<file path="src/rtl/i2c_sreg_pkg.sv">
// Shared types for the I2C sensor register slave.
// Assumes: nothing beyond IEEE 1800-2017.
package i2c_sreg_pkg;

    typedef enum logic [3:0] {
        ST_IDLE,
        ST_ADDR,
        ST_ADDR_ACK,
        ST_PTR,
        ST_PTR_ACK,
        ST_WDATA,
        ST_WDATA_ACK,
        ST_RDATA,
        ST_RACK,
        ST_IGNORE
    } bus_state_e;

    localparam int BYTE_BITS = 8;

endpackage

</file>
<file path="src/rtl/i2c_sreg_sync.sv">
// Multi-stage synchronizer for the asynchronous bus lines.
// Assumes: the lines idle high, so every stage resets to 1.
module i2c_sreg_sync #(
    parameter int WIDTH  = 2,
    parameter int STAGES = 2
) (
    input  logic             clk,
    input  logic             rst_n,
    input  logic [WIDTH-1:0] d,
    output logic [WIDTH-1:0] q
);
    logic [WIDTH-1:0] stg [STAGES];

    // First stage captures the raw pad value
    always_ff @(posedge clk) begin
        if (!rst_n) stg[0] <= '1;
        else        stg[0] <= d;
    end

    for (genvar i = 1; i < STAGES; i++) begin : g_stage
        // Each later stage retimes the one before it
        always_ff @(posedge clk) begin
            if (!rst_n) stg[i] <= '1;
            else        stg[i] <= stg[i-1];
        end
    end

    assign q = stg[STAGES-1];
endmodule

</file>
<file path="src/rtl/i2c_sreg_busmon.sv">
// Finds SCL edges and start/stop conditions on the synchronized lines.
// Assumes: its inputs are already synchronous to clk.
module i2c_sreg_busmon (
    input  logic clk,
    input  logic rst_n,
    input  logic scl_s,
    input  logic sda_s,
    output logic scl_rise,
    output logic scl_fall,
    output logic start_det,
    output logic stop_det
);
    logic scl_q, sda_q;

    // Holds the previous sample of both lines
    always_ff @(posedge clk) begin
        if (!rst_n) begin
            scl_q <= 1'b1;
            sda_q <= 1'b1;
        end else begin
            scl_q <= scl_s;
            sda_q <= sda_s;
        end
    end

    assign scl_rise  = scl_s & ~scl_q;
    assign scl_fall  = ~scl_s & scl_q;
    assign start_det = scl_s & scl_q & sda_q & ~sda_s;
    assign stop_det  = scl_s & scl_q & ~sda_q & sda_s;
endmodule

</file>
<file path="src/rtl/i2c_sreg_bank.sv">
// Register bank: host-writable entries plus two sensor-loaded entries.
// Assumes: one host write per cycle; a sensor load takes priority on its entries.
module i2c_sreg_bank #(
    parameter int NUM_REGS = 8,
    parameter int DW       = 8,
    parameter int AW       = $clog2(NUM_REGS),
    parameter int LO_IDX   = 2,
    parameter int HI_IDX   = 3,
    parameter int PD_BITS  = 3
) (
    input  logic          clk,
    input  logic          rst_n,
    input  logic          we,
    input  logic [AW-1:0] waddr,
    input  logic [DW-1:0] wdata,
    input  logic [AW-1:0] raddr,
    output logic [DW-1:0] rdata,
    input  logic          load,
    input  logic [DW-1:0] lo_in,
    input  logic [DW-1:0] hi_in,
    output logic          pwr_down
);
    logic [DW-1:0] regs [NUM_REGS];

    for (genvar g = 0; g < NUM_REGS; g++) begin : g_reg
        logic [DW-1:0] r;
        if (g == LO_IDX || g == HI_IDX) begin : g_ro
            // Read-only entry: follows the sensor port on load
            always_ff @(posedge clk) begin
                if (!rst_n)    r <= '0;
                else if (load) r <= (g == LO_IDX) ? lo_in : hi_in;
            end
        end else begin : g_rw
            // Host entry: keeps its value until rewritten
            always_ff @(posedge clk) begin
                if (!rst_n)                             r <= '0;
                else if (we && waddr == AW'(g))         r <= wdata;
            end
        end
        assign regs[g] = r;
    end

    assign rdata    = regs[raddr];
    assign pwr_down = (regs[0][DW-1 -: PD_BITS] == '0);
endmodule

</file>
<file path="src/rtl/i2c_sensor_regs.sv">
// I2C target in front of the sensor register bank.
// Assumes: SCL is generated by the master only (no stretching); the system
// clock runs many times faster than SCL, so each bus phase lasts several cycles.
module i2c_sensor_regs #(
    parameter logic [6:0] DEV_ADDR = 7'b1000100,
    parameter int         STAGES   = 2,
    parameter int         NUM_REGS = 8,
    parameter int         LO_IDX   = 2,
    parameter int         HI_IDX   = 3
) (
    input  logic       clk,
    input  logic       rst_n,
    input  logic       scl_i,
    input  logic       sda_i,
    output logic       sda_oe,
    input  logic [7:0] sens_lo,
    input  logic [7:0] sens_hi,
    input  logic       sens_load,
    output logic       pwr_down
);
    import i2c_sreg_pkg::*;

    localparam int AW = $clog2(NUM_REGS);
    localparam int CW = $clog2(BYTE_BITS + 1);

    logic             scl_s, sda_s;
    logic             scl_rise, scl_fall, start_det, stop_det;
    bus_state_e       state;
    logic [CW-1:0]    cnt;
    logic [7:0]       shreg;
    logic [AW-1:0]    ptr;
    logic             rw, mack;
    logic             bank_we;
    logic [7:0]       rdata;
    logic             byte_done;

    i2c_sreg_sync #(.WIDTH(2), .STAGES(STAGES)) u_sync (
        .clk(clk), .rst_n(rst_n), .d({scl_i, sda_i}), .q({scl_s, sda_s})
    );

    i2c_sreg_busmon u_mon (
        .clk(clk), .rst_n(rst_n), .scl_s(scl_s), .sda_s(sda_s),
        .scl_rise(scl_rise), .scl_fall(scl_fall),
        .start_det(start_det), .stop_det(stop_det)
    );

    assign byte_done = scl_fall && (cnt == CW'(BYTE_BITS));
    assign bank_we   = !start_det && !stop_det && state == ST_WDATA && byte_done;

    i2c_sreg_bank #(
        .NUM_REGS(NUM_REGS), .DW(8), .AW(AW),
        .LO_IDX(LO_IDX), .HI_IDX(HI_IDX), .PD_BITS(3)
    ) u_bank (
        .clk(clk), .rst_n(rst_n),
        .we(bank_we), .waddr(ptr), .wdata(shreg),
        .raddr(ptr), .rdata(rdata),
        .load(sens_load), .lo_in(sens_lo), .hi_in(sens_hi),
        .pwr_down(pwr_down)
    );

    // Protocol sequencer: bit counting, acknowledge and read shifting
    always_ff @(posedge clk) begin
        if (!rst_n) begin
            state  <= ST_IDLE;
            cnt    <= '0;
            shreg  <= '0;
            ptr    <= '0;
            rw     <= 1'b0;
            mack   <= 1'b0;
            sda_oe <= 1'b0;
        end else if (start_det) begin
            state  <= ST_ADDR;
            cnt    <= '0;
            sda_oe <= 1'b0;
        end else if (stop_det) begin
            state  <= ST_IDLE;
            cnt    <= '0;
            sda_oe <= 1'b0;
        end else begin
            case (state)
                ST_ADDR, ST_PTR, ST_WDATA: begin
                    if (scl_rise) begin
                        shreg <= {shreg[6:0], sda_s};
                        cnt   <= cnt + 1'b1;
                    end else if (byte_done) begin
                        cnt <= '0;
                        if (state == ST_ADDR) begin
                            if (shreg[7:1] == DEV_ADDR) begin
                                state  <= ST_ADDR_ACK;
                                rw     <= shreg[0];
                                sda_oe <= 1'b1;
                            end else begin
                                state  <= ST_IGNORE;
                            end
                        end else if (state == ST_PTR) begin
                            ptr    <= shreg[AW-1:0];
                            state  <= ST_PTR_ACK;
                            sda_oe <= 1'b1;
                        end else begin
                            ptr    <= ptr + 1'b1;
                            state  <= ST_WDATA_ACK;
                            sda_oe <= 1'b1;
                        end
                    end
                end
                ST_ADDR_ACK: begin
                    if (scl_fall) begin
                        cnt <= '0;
                        if (rw) begin
                            state  <= ST_RDATA;
                            shreg  <= rdata;
                            sda_oe <= ~rdata[7];
                        end else begin
                            state  <= ST_PTR;
                            sda_oe <= 1'b0;
                        end
                    end
                end
                ST_PTR_ACK, ST_WDATA_ACK: begin
                    if (scl_fall) begin
                        state  <= ST_WDATA;
                        sda_oe <= 1'b0;
                    end
                end
                ST_RDATA: begin
                    if (scl_rise) begin
                        cnt <= cnt + 1'b1;
                    end else if (byte_done) begin
                        cnt    <= '0;
                        state  <= ST_RACK;
                        sda_oe <= 1'b0;
                        ptr    <= ptr + 1'b1;
                    end else if (scl_fall) begin
                        shreg  <= {shreg[6:0], 1'b0};
                        sda_oe <= ~shreg[6];
                    end
                end
                ST_RACK: begin
                    if (scl_rise) begin
                        mack <= ~sda_s;
                    end else if (scl_fall) begin
                        if (mack) begin
                            state  <= ST_RDATA;
                            shreg  <= rdata;
                            sda_oe <= ~rdata[7];
                        end else begin
                            state  <= ST_IGNORE;
                        end
                    end
                end
                default: ;
            endcase
        end
    end
endmodule

</file>
<file path="config.mk">
export PLATFORM = sky130hd
export DESIGN_NAME = i2c_sensor_regs
export DESIGN_NICKNAME = d
export VERILOG_FILES = /design/src/rtl/i2c_sreg_pkg.sv /design/src/rtl/i2c_sreg_sync.sv /design/src/rtl/i2c_sreg_busmon.sv /design/src/rtl/i2c_sreg_bank.sv /design/src/rtl/i2c_sensor_regs.sv
export SDC_FILE = /design/constraint.sdc
export NUM_CORES = 1
export LEC_CHECK = 0
export ABC_AREA = 1
export BUFFER_PORTS_ARGS = -buffer_cell sky130_fd_sc_hd__buf_4
export CORE_AREA = 2 2 94 96
export CTS_CLUSTER_SIZE = 24
export DETAILED_ROUTE_END_ITERATION = 16
export DIE_AREA = 0 0 96 98
export GPL_TIMING_DRIVEN = 0
export PLACE_DENSITY_LB_ADDON = 0.1
export SETUP_SLACK_MARGIN = 0.4
export SLEW_MARGIN = 20
export SYNTH_ARGS = -nofsm -noshare
export SYNTH_HDL_FRONTEND = slang
export SYNTH_HIERARCHICAL = 1
export SYNTH_SLANG_ARGS = --single-unit
</file>
<file path="constraint.sdc">
create_clock -name clk -period 2.5 [get_ports clk]
set_clock_uncertainty 0.05 [all_clocks]
set_input_delay 0.25 -clock clk [delete_from_list [all_inputs] [get_ports clk]]
set_output_delay 0.25 -clock clk [all_outputs]
set_load 0.01 [all_outputs]
</file>
==> impl_metrics.env <==
export IMPL_max_slew_margin_pct=60.0
export IMPL_synthesis_nets=803
export IMPL_dp_hpwl_um=9640
export IMPL_p_leak_nw=2.60
export IMPL_n_antenna_cell=0
export IMPL_drive_gt1_share_pct=16.1
export IMPL_layout_nets=841
export IMPL_drtAntennaViolNets=0
export IMPL_ys_ff_latch=92
export IMPL_maxCapViolCount=0
export IMPL_drc=0
export IMPL_path_clk_slew_ns=0.08
export IMPL_path_max_fanout=9
export IMPL_die_area_um2=9410
export IMPL_synth_area_per_cell_um2=6.48
export IMPL_die_w_um=96
export IMPL_port_buffers=22
export IMPL_nFillCells=814
export IMPL_syn_instance_count=779
export IMPL_grt_pass1_vias=4614
export IMPL_worst_slew_pin_slew_ns=0.600
export IMPL_drtIter0Drc=200
export IMPL_setup_violations=0
export IMPL_chipHeight_um=98
export IMPL_drv_slew=0
export IMPL_period_minus_slack_ns=1.97
export IMPL_final_area_um2=5690
export IMPL_yosysWarnings=6
export IMPL_yosysUniqueCellTypes=38
export IMPL_async_flop_share_pct=0
export IMPL_gp_congestion=0.942
export IMPL_cts_tree="built"
export IMPL_cp_end_kind="flop"
export IMPL_syn_to_final_growth_pct=12.7
export IMPL_critPathKind="flop to flop"
export IMPL_place_area_um2=5350
export IMPL_htree_levels=3
export IMPL_hold_path_class="input port to flop"
export IMPL_grt_pass1_wl_um=21700
export IMPL_cts_buffers=9
export IMPL_clock_sinks=92
export IMPL_grt_ovfl_total=0
export IMPL_grt_max_degree=15
export IMPL_power_density_nw_per_um2=877
export IMPL_layout_cells_non_filler=930
export IMPL_power_w=0.00499
export IMPL_ys_seq_area_share_pct=36.5
export IMPL_required_ns=2.70
export IMPL_cts_hold_buf=0
export IMPL_num_rows=34
export IMPL_cts_root_buffer="clkbuf_8"
export IMPL_fin_tns_setup_ns=0
export IMPL_drt_total_wl_um=13000
export IMPL_fin_util_pct=67.2
export IMPL_cp_arrival_ns=2.17
export IMPL_status="complete, no violations"
export IMPL_grtUsageTotal_pct=29.5
export IMPL_route_vias_total=4962
export IMPL_syn_area_um2=5050
export IMPL_synth_main_ff_cell="dfxtp_1"
export IMPL_start_util_pct=59.6
export IMPL_fin_crit_sh_pct=78.8
export IMPL_ios=23
export IMPL_wl_per_cell_um=14.0
export IMPL_cts_path_max_buffers=2
export IMPL_vdd_drop_max_mv=0.982
export IMPL_hold_viol_final=0
export IMPL_avgViaCountPerCell=5.34
export IMPL_antenna_found_initial=0
export IMPL_clock_latency_ns=0.36
export IMPL_fmax_mhz=508
export IMPL_cp_start_kind="flop"
export IMPL_placedCellCount=909
export IMPL_drtPass1Iterations=8
export IMPL_design_core_area_um2=8470
export IMPL_rsz0062_at_grt="true"
export IMPL_synth_edf_count=0
-- routing by layer --
metal	track usage, %	wire (µm)	share of wire [%]
met3	3.24	635	4.9
met1	37.2	5570	43
met2	49.5	6370	49
met4	14.1	431	3.3
met5	0	0	0
-- placed cells by master (no fill, tap or decap), types with 2 or more instances in the layout --
master	count
bufinv_16	2
nor2_4	9
clkbuf_1	8
nand3_1	71
ha_1	3
buf_2	6
inv_1	101
nor3_4	3
a21oi_2	8
nand2_1	192
o211ai_2	2
nor2_2	8
inv_2	11
buf_1	3
buf_4	30
dfxtp_1	87
clkbuf_8	11
nand3b_1	7
buf_12	2
inv_4	2
nand2_2	11
a31oi_1	2
dfxtp_2	5
nand3_2	2
nand2_4	5
o21ai_0	37
o21ai_1	19
xor2_1	2
nand4_1	2
nor2_1	112
clkbuf_4	3
clkbuf_2	4
a21oi_1	39
-- critical path, stage by stage, from the launching register on --
cell     delay, ns
dfxtp_1       0.35
inv_1         0.07
nor2_4        0.12
inv_1         0.10
nor2_1        0.14
nand2_2       0.11
nor3_4        0.21
inv_2         0.07
nor2_4        0.24
nand2_4       0.13
o21ai_0       0.21
nor2_1        0.06
-- cells in the mapped netlist, types with 2 or more instances --
cell type | count | area share, %
buf_2 | 8 | 0.79
nand4_1 | 2 | 0.25
nor2_2 | 7 | 0.87
nor3_4 | 2 | 0.64
inv_1 | 101 | 7.5
a21oi_1 | 39 | 3.9
xor2_1 | 2 | 0.35
a31oi_1 | 2 | 0.25
buf_4 | 3 | 0.45
nor3_1 | 3 | 0.30
o211ai_2 | 2 | 0.50
nand3_1 | 71 | 7.0
ha_1 | 3 | 0.74
nor2_4 | 7 | 1.6
clkbuf_1 | 10 | 0.74
inv_2 | 13 | 0.97
buf_12 | 2 | 0.79
buf_1 | 4 | 0.30
nand3_2 | 2 | 0.40
nand2_4 | 3 | 0.67
nand3b_1 | 7 | 1.0
a21oi_2 | 8 | 1.4
nor2_1 | 115 | 8.6
o21ai_0 | 38 | 3.8
dfxtp_1 | 92 | 36
nand2_1 | 195 | 15
nand2_2 | 10 | 1.2
o21ai_1 | 18 | 1.8
-- layout make-up --
class	instances	area [µm²]	area share (%)
Buffer	28	180	3.17
Multi-Input combinational cell	545	2660	46.8
Tap cell	108	135	2.38
Clock buffer	13	159	2.79
Sequential cell	92	1850	32.5
Timing Repair Buffer	27	203	3.56
Inverter	114	433	7.61
Clock inverter	3	68.8	1.21
-- flip-flops by register name (all words and copies together), names as in the netlist --
| signal | cells |
|---|---|
| cnt | 4 |
| mack | 1 |
| ptr | 3 |
| rw | 1 |
| sda_oe | 1 |
| shreg | 8 |
| state | 4 |
| u_bank/g.r | 64 |
| u_mon/scl_q | 1 |
| u_mon/sda_q | 1 |
| u_sync/stg | 4 |
-- repair_timing --
item                                    4_1_cts  5_1_grt
endpoints found under the setup margin       52       59
pin swaps                                     1        5
gates resized for setup                       7       25
setup buffers                                 1        4
-- per-stage QoR --
step / hold slack [ns] / worst slack (ns)
floorplan: 0.269 / 0.577
global placement: 0.337 / 0.0966
detailed placement: 0.339 / 0.0576
CTS: 0.000135 / 0.402
global route: 0.0184 / 0.387
finish: 0.0122 / 0.531
-- final timing paths --
kind	startpoint	to	slack, ns	cells past startpoint
max reg2reg	u_mon/scl_q$_SDFF_PN1_	u_bank/g_reg[1].r[1]$_SDFFE_PN0P_	0.53	11
max	u_mon/scl_q$_SDFF_PN1_	u_bank/g_reg[1].r[1]$_SDFFE_PN0P_	0.53	11
min	sda_i	u_sync/stg[0][0]$_SDFF_PN1_	0.01	3
min reg2reg	u_sync/stg[0][0]$_SDFF_PN1_	u_sync/stg[1][0]$_SDFF_PN1_	0.36	2
-- report_power, final --
part           internal, W  switching (W)  leakage [nW]
sequential         0.00160       0.000301         0.750
combinational     0.000771        0.00118          1.74
clock             0.000622       0.000523         0.114
-- kinds of logic (layout without fill, tap and decap cells) --
family	after synthesis	after routing	synth area share, %
AOI/OAI and AO/OA	110	110	12.0
xor gates and xnor gates	2	2	0.347
buffers and inverters	142	185	11.8
adders and majority gates	3	3	0.744
and+or+nand+nor	430	430	38.6
DFF	92	92	36.5
(Power assumes the default switching activity.)
